File: src/rtl/hz_pkg.sv
// Shared definitions for the load-use interlock.
// Assumes a 3-bit operation class supplied by the decoder of each stage.
package hz_pkg;
    typedef enum logic [2:0] {
        CLS_ALU_RR  = 3'd0,
        CLS_ALU_IMM = 3'd1,
        CLS_LOAD    = 3'd2,
        CLS_STORE   = 3'd3,
        CLS_BRANCH  = 3'd4,
        CLS_JUMP    = 3'd5,
        CLS_UPPER   = 3'd6,
        CLS_NOP     = 3'd7
    } op_class_e;

    localparam int unsigned CLASS_W = 3;
endpackage

File: src/rtl/hz_src_use.sv
// Source-usage decoder: tells which register fields the ID instruction reads.
// Assumes index 0 is rs1 and index 1 is rs2; unknown classes read nothing.
module hz_src_use
    import hz_pkg::*;
#(
    parameter int unsigned N_SRC = 2
) (
    input  logic [CLASS_W-1:0] op_class,
    output logic [N_SRC-1:0]   src_used
);
    // Map each class to the set of register fields it consumes.
    always_comb begin
        src_used = '0;
        case (op_class_e'(op_class))
            CLS_ALU_RR:  src_used[1:0] = 2'b11;
            CLS_ALU_IMM: src_used[1:0] = 2'b01;
            CLS_LOAD:    src_used[1:0] = 2'b01;
            CLS_STORE:   src_used[1:0] = 2'b11;
            CLS_BRANCH:  src_used[1:0] = 2'b11;
            default:     src_used      = '0;
        endcase
    end
endmodule

File: src/rtl/hz_match.sv
// Destination/source comparator bank: one comparator per source field.
// Assumes register 0 is hard-wired to zero, so it never carries a dependence.
module hz_match
    import hz_pkg::*;
#(
    parameter int unsigned REG_W = 5,
    parameter int unsigned N_SRC = 2
) (
    input  logic                        ex_is_load,
    input  logic [REG_W-1:0]            ex_rd,
    input  logic [N_SRC-1:0][REG_W-1:0] id_src,
    input  logic [N_SRC-1:0]            src_used,
    output logic                        hazard
);
    logic             rd_live;
    logic [N_SRC-1:0] hit;

    // A load writing a real register is the only producer of interest.
    assign rd_live = ex_is_load && (ex_rd != '0);

    generate
        for (genvar g = 0; g < N_SRC; g++) begin : g_cmp
            // Compare one used source field against the load destination.
            assign hit[g] = rd_live && src_used[g] && (id_src[g] == ex_rd);
        end
    endgenerate

    // Any hit is a load-use dependence.
    assign hazard = |hit;
endmodule

File: src/rtl/hz_stall_ctrl.sv
// Stall controller: turns a detected hazard into hold and bubble controls.
// Assumes the pipeline advances one stage per cycle when not held; the
// history bit caps every stall at a single cycle.
module hz_stall_ctrl (
    input  logic clk,
    input  logic rst_n,
    input  logic hazard,
    input  logic id_reg_we,
    input  logic id_mem_we,
    output logic pc_write,
    output logic ifid_write,
    output logic bubble,
    output logic idex_reg_we,
    output logic idex_mem_we
);
    logic stalled_q;
    logic stall;

    // Stall only outside reset and never in the cycle after a stall.
    assign stall = hazard && !stalled_q && rst_n;

    // Remember whether the previous cycle was a stall.
    always_ff @(posedge clk) begin
        if (!rst_n) stalled_q <= 1'b0;
        else        stalled_q <= stall;
    end

    // Hold the front end and kill the side effects of the entering slot.
    always_comb begin
        pc_write    = !stall;
        ifid_write  = !stall;
        bubble      = stall;
        idex_reg_we = id_reg_we && !stall;
        idex_mem_we = id_mem_we && !stall;
    end

    // a stall is never followed directly by another.
    assert_single_cycle_R7: assert property (@(posedge clk) disable iff (!rst_n)
        bubble |=> !bubble);

    // a bubble carries no write enables.
    assert_bubble_quiet_R6: assert property (@(posedge clk) disable iff (!rst_n)
        bubble |-> (!idex_reg_we && !idex_mem_we));
endmodule

File: src/rtl/load_use_interlock.sv
// Load-use interlock top: decodes the ID source usage, compares it with the
// EX load destination and drives the hold and bubble controls.
// Assumes the decoders of ID and EX present the class and register fields.
module load_use_interlock
    import hz_pkg::*;
#(
    parameter int unsigned REG_W = 5
) (
    input  logic               clk,
    input  logic               rst_n,
    input  logic [2:0]         id_class,
    input  logic [REG_W-1:0]   id_rs1,
    input  logic [REG_W-1:0]   id_rs2,
    input  logic               id_reg_we,
    input  logic               id_mem_we,
    input  logic [2:0]         ex_class,
    input  logic [REG_W-1:0]   ex_rd,
    output logic               pc_write,
    output logic               ifid_write,
    output logic               bubble,
    output logic               idex_reg_we,
    output logic               idex_mem_we
);
    localparam int unsigned N_SRC = 2;

    logic [N_SRC-1:0]            src_used;
    logic [N_SRC-1:0][REG_W-1:0] id_src;
    logic                        ex_is_load;
    logic                        hazard;

    // Gather the source fields and flag a load in EX.
    assign id_src     = {id_rs2, id_rs1};
    assign ex_is_load = (op_class_e'(ex_class) == CLS_LOAD);

    hz_src_use #(.N_SRC(N_SRC)) u_use (
        .op_class (id_class),
        .src_used (src_used)
    );

    hz_match #(.REG_W(REG_W), .N_SRC(N_SRC)) u_match (
        .ex_is_load (ex_is_load),
        .ex_rd      (ex_rd),
        .id_src     (id_src),
        .src_used   (src_used),
        .hazard     (hazard)
    );

    hz_stall_ctrl u_ctrl (
        .clk         (clk),
        .rst_n       (rst_n),
        .hazard      (hazard),
        .id_reg_we   (id_reg_we),
        .id_mem_we   (id_mem_we),
        .pc_write    (pc_write),
        .ifid_write  (ifid_write),
        .bubble      (bubble),
        .idex_reg_we (idex_reg_we),
        .idex_mem_we (idex_mem_we)
    );

    // only a load in EX can hold the pipeline.
    assert_load_only_R5: assert property (@(posedge clk) disable iff (!rst_n)
        (ex_class != 3'd2) |-> !bubble);

    // a load into register 0 is never waited on.
    assert_zero_dest_R4: assert property (@(posedge clk) disable iff (!rst_n)
        (ex_rd == '0) |-> !bubble);

    // hold and bubble always appear together.
    assert_hold_with_bubble_R1: assert property (@(posedge clk) disable iff (!rst_n)
        bubble |-> (!pc_write && !ifid_write));

    // an instruction that reads no register is never stalled.
    assert_no_reader_R3: assert property (@(posedge clk) disable iff (!rst_n)
        (id_class >= 3'd5) |-> !bubble);
endmodule

File: config.mk
export PLATFORM = sky130hd
export DESIGN_NAME = load_use_interlock
export DESIGN_NICKNAME = d
export VERILOG_FILES = /design/src/rtl/hz_pkg.sv /design/src/rtl/hz_src_use.sv /design/src/rtl/hz_match.sv /design/src/rtl/hz_stall_ctrl.sv /design/src/rtl/load_use_interlock.sv
export SDC_FILE = /design/constraint.sdc
export NUM_CORES = 1
export LEC_CHECK = 0
export BUFFER_PORTS_ARGS = -buffer_cell sky130_fd_sc_hd__buf_2
export CAP_MARGIN = 20
export CORE_AREA = 2 2 39 41
export CTS_BUF_LIST = sky130_fd_sc_hd__clkbuf_4 sky130_fd_sc_hd__clkbuf_8
export DETAILED_ROUTE_END_ITERATION = 8
export DIE_AREA = 0 0 41 43
export RECOVER_POWER = 50
export SLEW_MARGIN = 10
export SYNTH_ARGS = -nofsm -noshare
export SYNTH_HDL_FRONTEND = slang
export SYNTH_SLANG_ARGS = --single-unit
File: constraint.sdc
create_clock -name clk -period 1.3 [get_ports clk]
set_input_delay 0 -clock clk [delete_from_list [all_inputs] [get_ports clk]]
set_output_delay 0 -clock clk [all_outputs]
set_load 0.03 [all_outputs]
Yosys cells after proc, flatten, opt, wreduce, memory -nomap -nowiden
Index checks and enable logic that the tools add are counted.
- equality and inequality tests: 7
- mux-type cells: 1
- reduce and logical (&&, ||, !) cells: 16
- operators by type and width (operator ; number):
    $eq A5 B5 Y1 ; 2
    $eq A3 B2 Y1 const B ; 3
    $logic_and A1 B1 Y1 ; 9
    $reduce_bool A5 Y1 ; 1
    $pmux W2 S2 ; 1
    $reduce_or A2 Y1 ; 2
    $eq A3 B1 Y1 const B ; 1
    $eq A3 B3 Y1 const B ; 1
    $logic_not A3 Y1 ; 1
    $reduce_or A3 Y1 ; 1
    $logic_not A1 Y1 ; 2
- flip-flop bits (word level): 1
- input bits: 25
- output and inout port bits: 5
- word-level logic and storage cells: 25

Depth between registers and ports, before layout
- word-level depth: 10
- depth in mapped cells: 5
- mapped depth without buffers: 4

Modules after synthesis
Synthesis repeated with hierarchy kept, for this count alone.
- cells, all modules: 28
- area total of the unflattened synthesis: 234.0 µm²
- modules (own cells, without submodules) (module ; times used ; cells each ; area an instance (µm²) ; seq. area each (µm²)):
    hz_match ; 1 ; 17 ; 133.9 ; 0.0
    hz_stall_ctrl ; 1 ; 7 ; 70.1 ; 20.0
    hz_src_use ; 1 ; 3 ; 17.5 ; 0.0
    load_use_interlock ; 1 ; 1 ; 12.5 ; 0.0

Worst setup path before layout
No wires, ideal clock.
- path kind: reg2out
- start: register u_ctrl.stalled_q
- end: output port pc_write
- data arrival time: 1.265 ns
- data required time: 1.300 ns
- path slack: 0.035 ns
- stages on the path, launching flop included: 6
- buffers on the path: 1
- cell sequence: dfxtp_1 > nor4b_2 > nand3_1 > a21oi_2 > nand2_1 > buf_4
- longest elaborated chain between the ends: 4
- RTL lines (what ; RTL line ; source):
    start, declared ; hz_stall_ctrl.sv:16 ; logic stalled_q;
    start signal, assigned ; hz_stall_ctrl.sv:25 ; else stalled_q <= stall;
    $logic_not A1 Y1 ; hz_stall_ctrl.sv:20 ; assign stall = hazard && !stalled_q && rst_n;
    $logic_and A1 B1 Y1 (2 in series) ; hz_stall_ctrl.sv:20 ;
    $logic_not A1 Y1 ; n/a ;
    end, declared ; load_use_interlock.sv:18 ; output logic pc_write,
Every way passes these cells.

Final worst setup path
- start: register u_ctrl.stalled_q
- end: output port bubble
- longest elaborated chain between the ends: 3
- RTL lines (what ; RTL line ; source):
    $logic_not A1 Y1 ; hz_stall_ctrl.sv:20 ;
    $logic_and A1 B1 Y1 (2 in series) ; hz_stall_ctrl.sv:20 ;
    end, declared ; load_use_interlock.sv:20 ; output logic bubble,
Every way passes these cells.

==> impl_metrics.ini <==
[layout]
largest_register = u_ctrl.stalled_q
layoutNonFillerInstCount = 73
final_nets = 84
largest_registers = u_ctrl.stalled_q: 1 flops
fin_area_um2 = 387
num_antenna_cells = 0
area_growth_syn_to_layout_pct = 68.9
max_reg_flops = 1
post_route_cells_drive_above_1_share_pct = 56.1
final.fill_count = 154
layout_commonest_cell = buf_2
most-common-layout-cells = buf_2 (27), xnor2_1 (11), nand2_1 (3)

[place]
gp_routability_congestion = 0.680
place_ws_ns = 0.127
post-dp-hpwl_um = 568
placement.io_buffers = 29
dpl-instance-area_um2 = 387
placedCellCount = 73

[global_routing]
number_of_antenna_violations_at_the_first_check_in_global_routing = 0
grt_pass1_wl_um = 972
largest_net_degree_at_the_start_of_global_routing = 6
vias_in_the_first_global_route = 281
globalRoute.totalOverflow = 0
grt.total_usage_pct = 7.30

[synthesis]
synth_compound_area_share_pct = 18.0
synthAdderAreaFrac_pct = 0
yosys_warnings = 0
synth_top_family_by_area = XOR/XNOR gates
post_synth_and_or_nand_nor_area_fraction_pct = 27.9
post-synth-top-area-fraction_pct = 42.1
synth_area_um2 = 229
synthCells = 29
synthesis.area_per_instance_um2 = 7.90
ys_top_cells_by_area = xnor2_1 (42%), dfxtp_1 (8.7%), a21boi_0 (6.6%)
yosysSeqAreaShare_pct = 8.74
synthDistinctLibCells = 14
synth_area_leader_cell = xnor2_1
post_synthesis_xor_xnor_area_fraction_pct = 42.1
synth_fp_nets = 54
synth_seq_cells = 1
yosys-mux-area-fraction_pct = 0

[critical_path]
cp-end-kind = primary output
crit_type = flip-flop to primary output
cpPeakStageDelay_ns = 0.28
required_ns = 1.30
critical_path_peak_fanout = 5
cp_cell_instances = nor4b_2 > nand3_1 > a21oi_2 > and2_1 > buf_2
worst-path-buf-inv = 1
critical-path-slowest-cell = dfxtp_1
timing.critical_path.max_delay_family = simple AND/OR/NAND/NOR gates
nature_of_the_critical_path_startpoint = flip-flop
cp_data_arrival_time_ns = 1.16

[power]
intPower_uw = 90.6
combinationalPowerShare_pct = 77.3
cellPowerDensity_nw_per_um2 = 358
switching_power_uw = 47.7
power.sequential.fraction_pct = 22.7
ir_drop_mv = 0.0970
power.clock.fraction_pct = 0
swShare_pct = 34.5
power.leakage_nw = 0.173

[timing]
maxClockFrequency_mhz = 863
final_count_of_pins_violating_max_slew = 0
timing.final.crit_period_ns = 1.16
setup_violations = 0
finClkSkew_ns = 0
rsz0062_at_grt = no
finalWorstSetupSlack_ns = 0.142
timing.max_slew.rel_slack_pct = 82.9
worst_slew_pin_slew_ns = 0.255
finalCritPeriodShare_pct = 89.1
worst_hold_slack_ns = 0.368
hold_viol = 0
timing.setup.tns_ns = 0

[die]
effective_utilization_at_floorplan_pct = 16.5
std_cell_rows = 14
die_h_um = 43
core_um2 = 1380
die_width_um = 41
io_pins = 30
die_area_um2 = 1760

[outcome]
outcome = finished, final reports clean

[routing]
drc = 0
wirelength_per_cell_um = 8.08
drt.antenna.violating_nets = 0
drt_pre_antenna_iters = 2
drt_iter0_markers = 1
drt_wl_total_um = 590
vias_per_cell = 3.99
vias = 291

[clocking]
cts-hold-fix-buffers = 0
insertion_delay_ns = 0
ctsResizeCount = 0
postCtsSetupBuffers = 0
clk_pin_slew_worst_paths_ns = 0

[worst_hold_path]
hp-class = input pin to primary output

[job]
max_cap_violations = 0
==> power by group through the flow <==
| stage | sequential [mW] | combinational, mW | clock [mW] |
|---|---|---|---|
| after floorplan | 0.0314 | 0.0550 | 0 |
| after global placement | 0.0314 | 0.108 | 0 |
| after detailed placement | 0.0315 | 0.109 | 0 |
| after CTS | 0.0315 | 0.109 | 0 |
| after global routing | 0.0315 | 0.119 | 0 |
| final | 0.0314 | 0.107 | 0 |
==> worst min-delay path: cells and delay by family <==
family	cells	cell delay, ns
compound gates	1	0.10
buf+inv	2	0.26
==> synth_stat cells (all sizes together) <==
library cell and number:
nor3 1, o21ai 1, and2 2, dfxtp 1, nand2 3, o22ai 1, xnor2 11, nand3 2
a21boi 2, nand4 1, nor2 1, a21oi 1, buf 1, nor4b 1
==> path summary, 6_finish.rpt <==
| check | start | end | slack [ns] | cells past startpoint |
|---|---|---|---|---|
| worst min-delay path | id_reg_we | idex_reg_we | 0.37 | 3 |
| worst max-delay path | u_ctrl.stalled_q | bubble | 0.14 | 5 |
| worst max register to register | u_ctrl.stalled_q | u_ctrl.stalled_q | 0.27 | 4 |
| worst min register to register | u_ctrl.stalled_q | u_ctrl.stalled_q | 0.69 | 4 |
==> stage by stage <==
step	utilization [%]	total power, mW
2_1_floorplan	-	0.0864
3_3_place_gp	27.9	0.139
3_5_place_dp	27.9	0.140
4_1_cts	27.9	0.141
5_1_grt	27.9	0.150
6_report	27.9	0.138
==> kinds of logic (layout without fill, tap and decap cells) <==
logic type | Yosys count | count (layout)
buffers and inverters | 1 | 29
DFF | 1 | 1
and+or+nand+nor | 11 | 11
AOI/OAI and AO/OA | 5 | 5
xor gates and xnor gates | 11 | 11
==> cell type report <==
type / count / area, µm² / share of cell area, %
timing repair buffer: 29 / 145 / 37.5
multi-input combinational: 27 / 201 / 52.1
sequential: 1 / 20.0 / 5.18
tap: 16 / 20.0 / 5.18
==> per-layer routing <==
layer,GRT usage [%],part of all wire (%),vias to the layer above
met4,0,0,0
met1,7.62,34,123
met3,0,9.2,0
met2,15.3,57,13
met5,0,0,-
li1,-,-,155
Note: power is estimated with default switching activity, not from simulation.
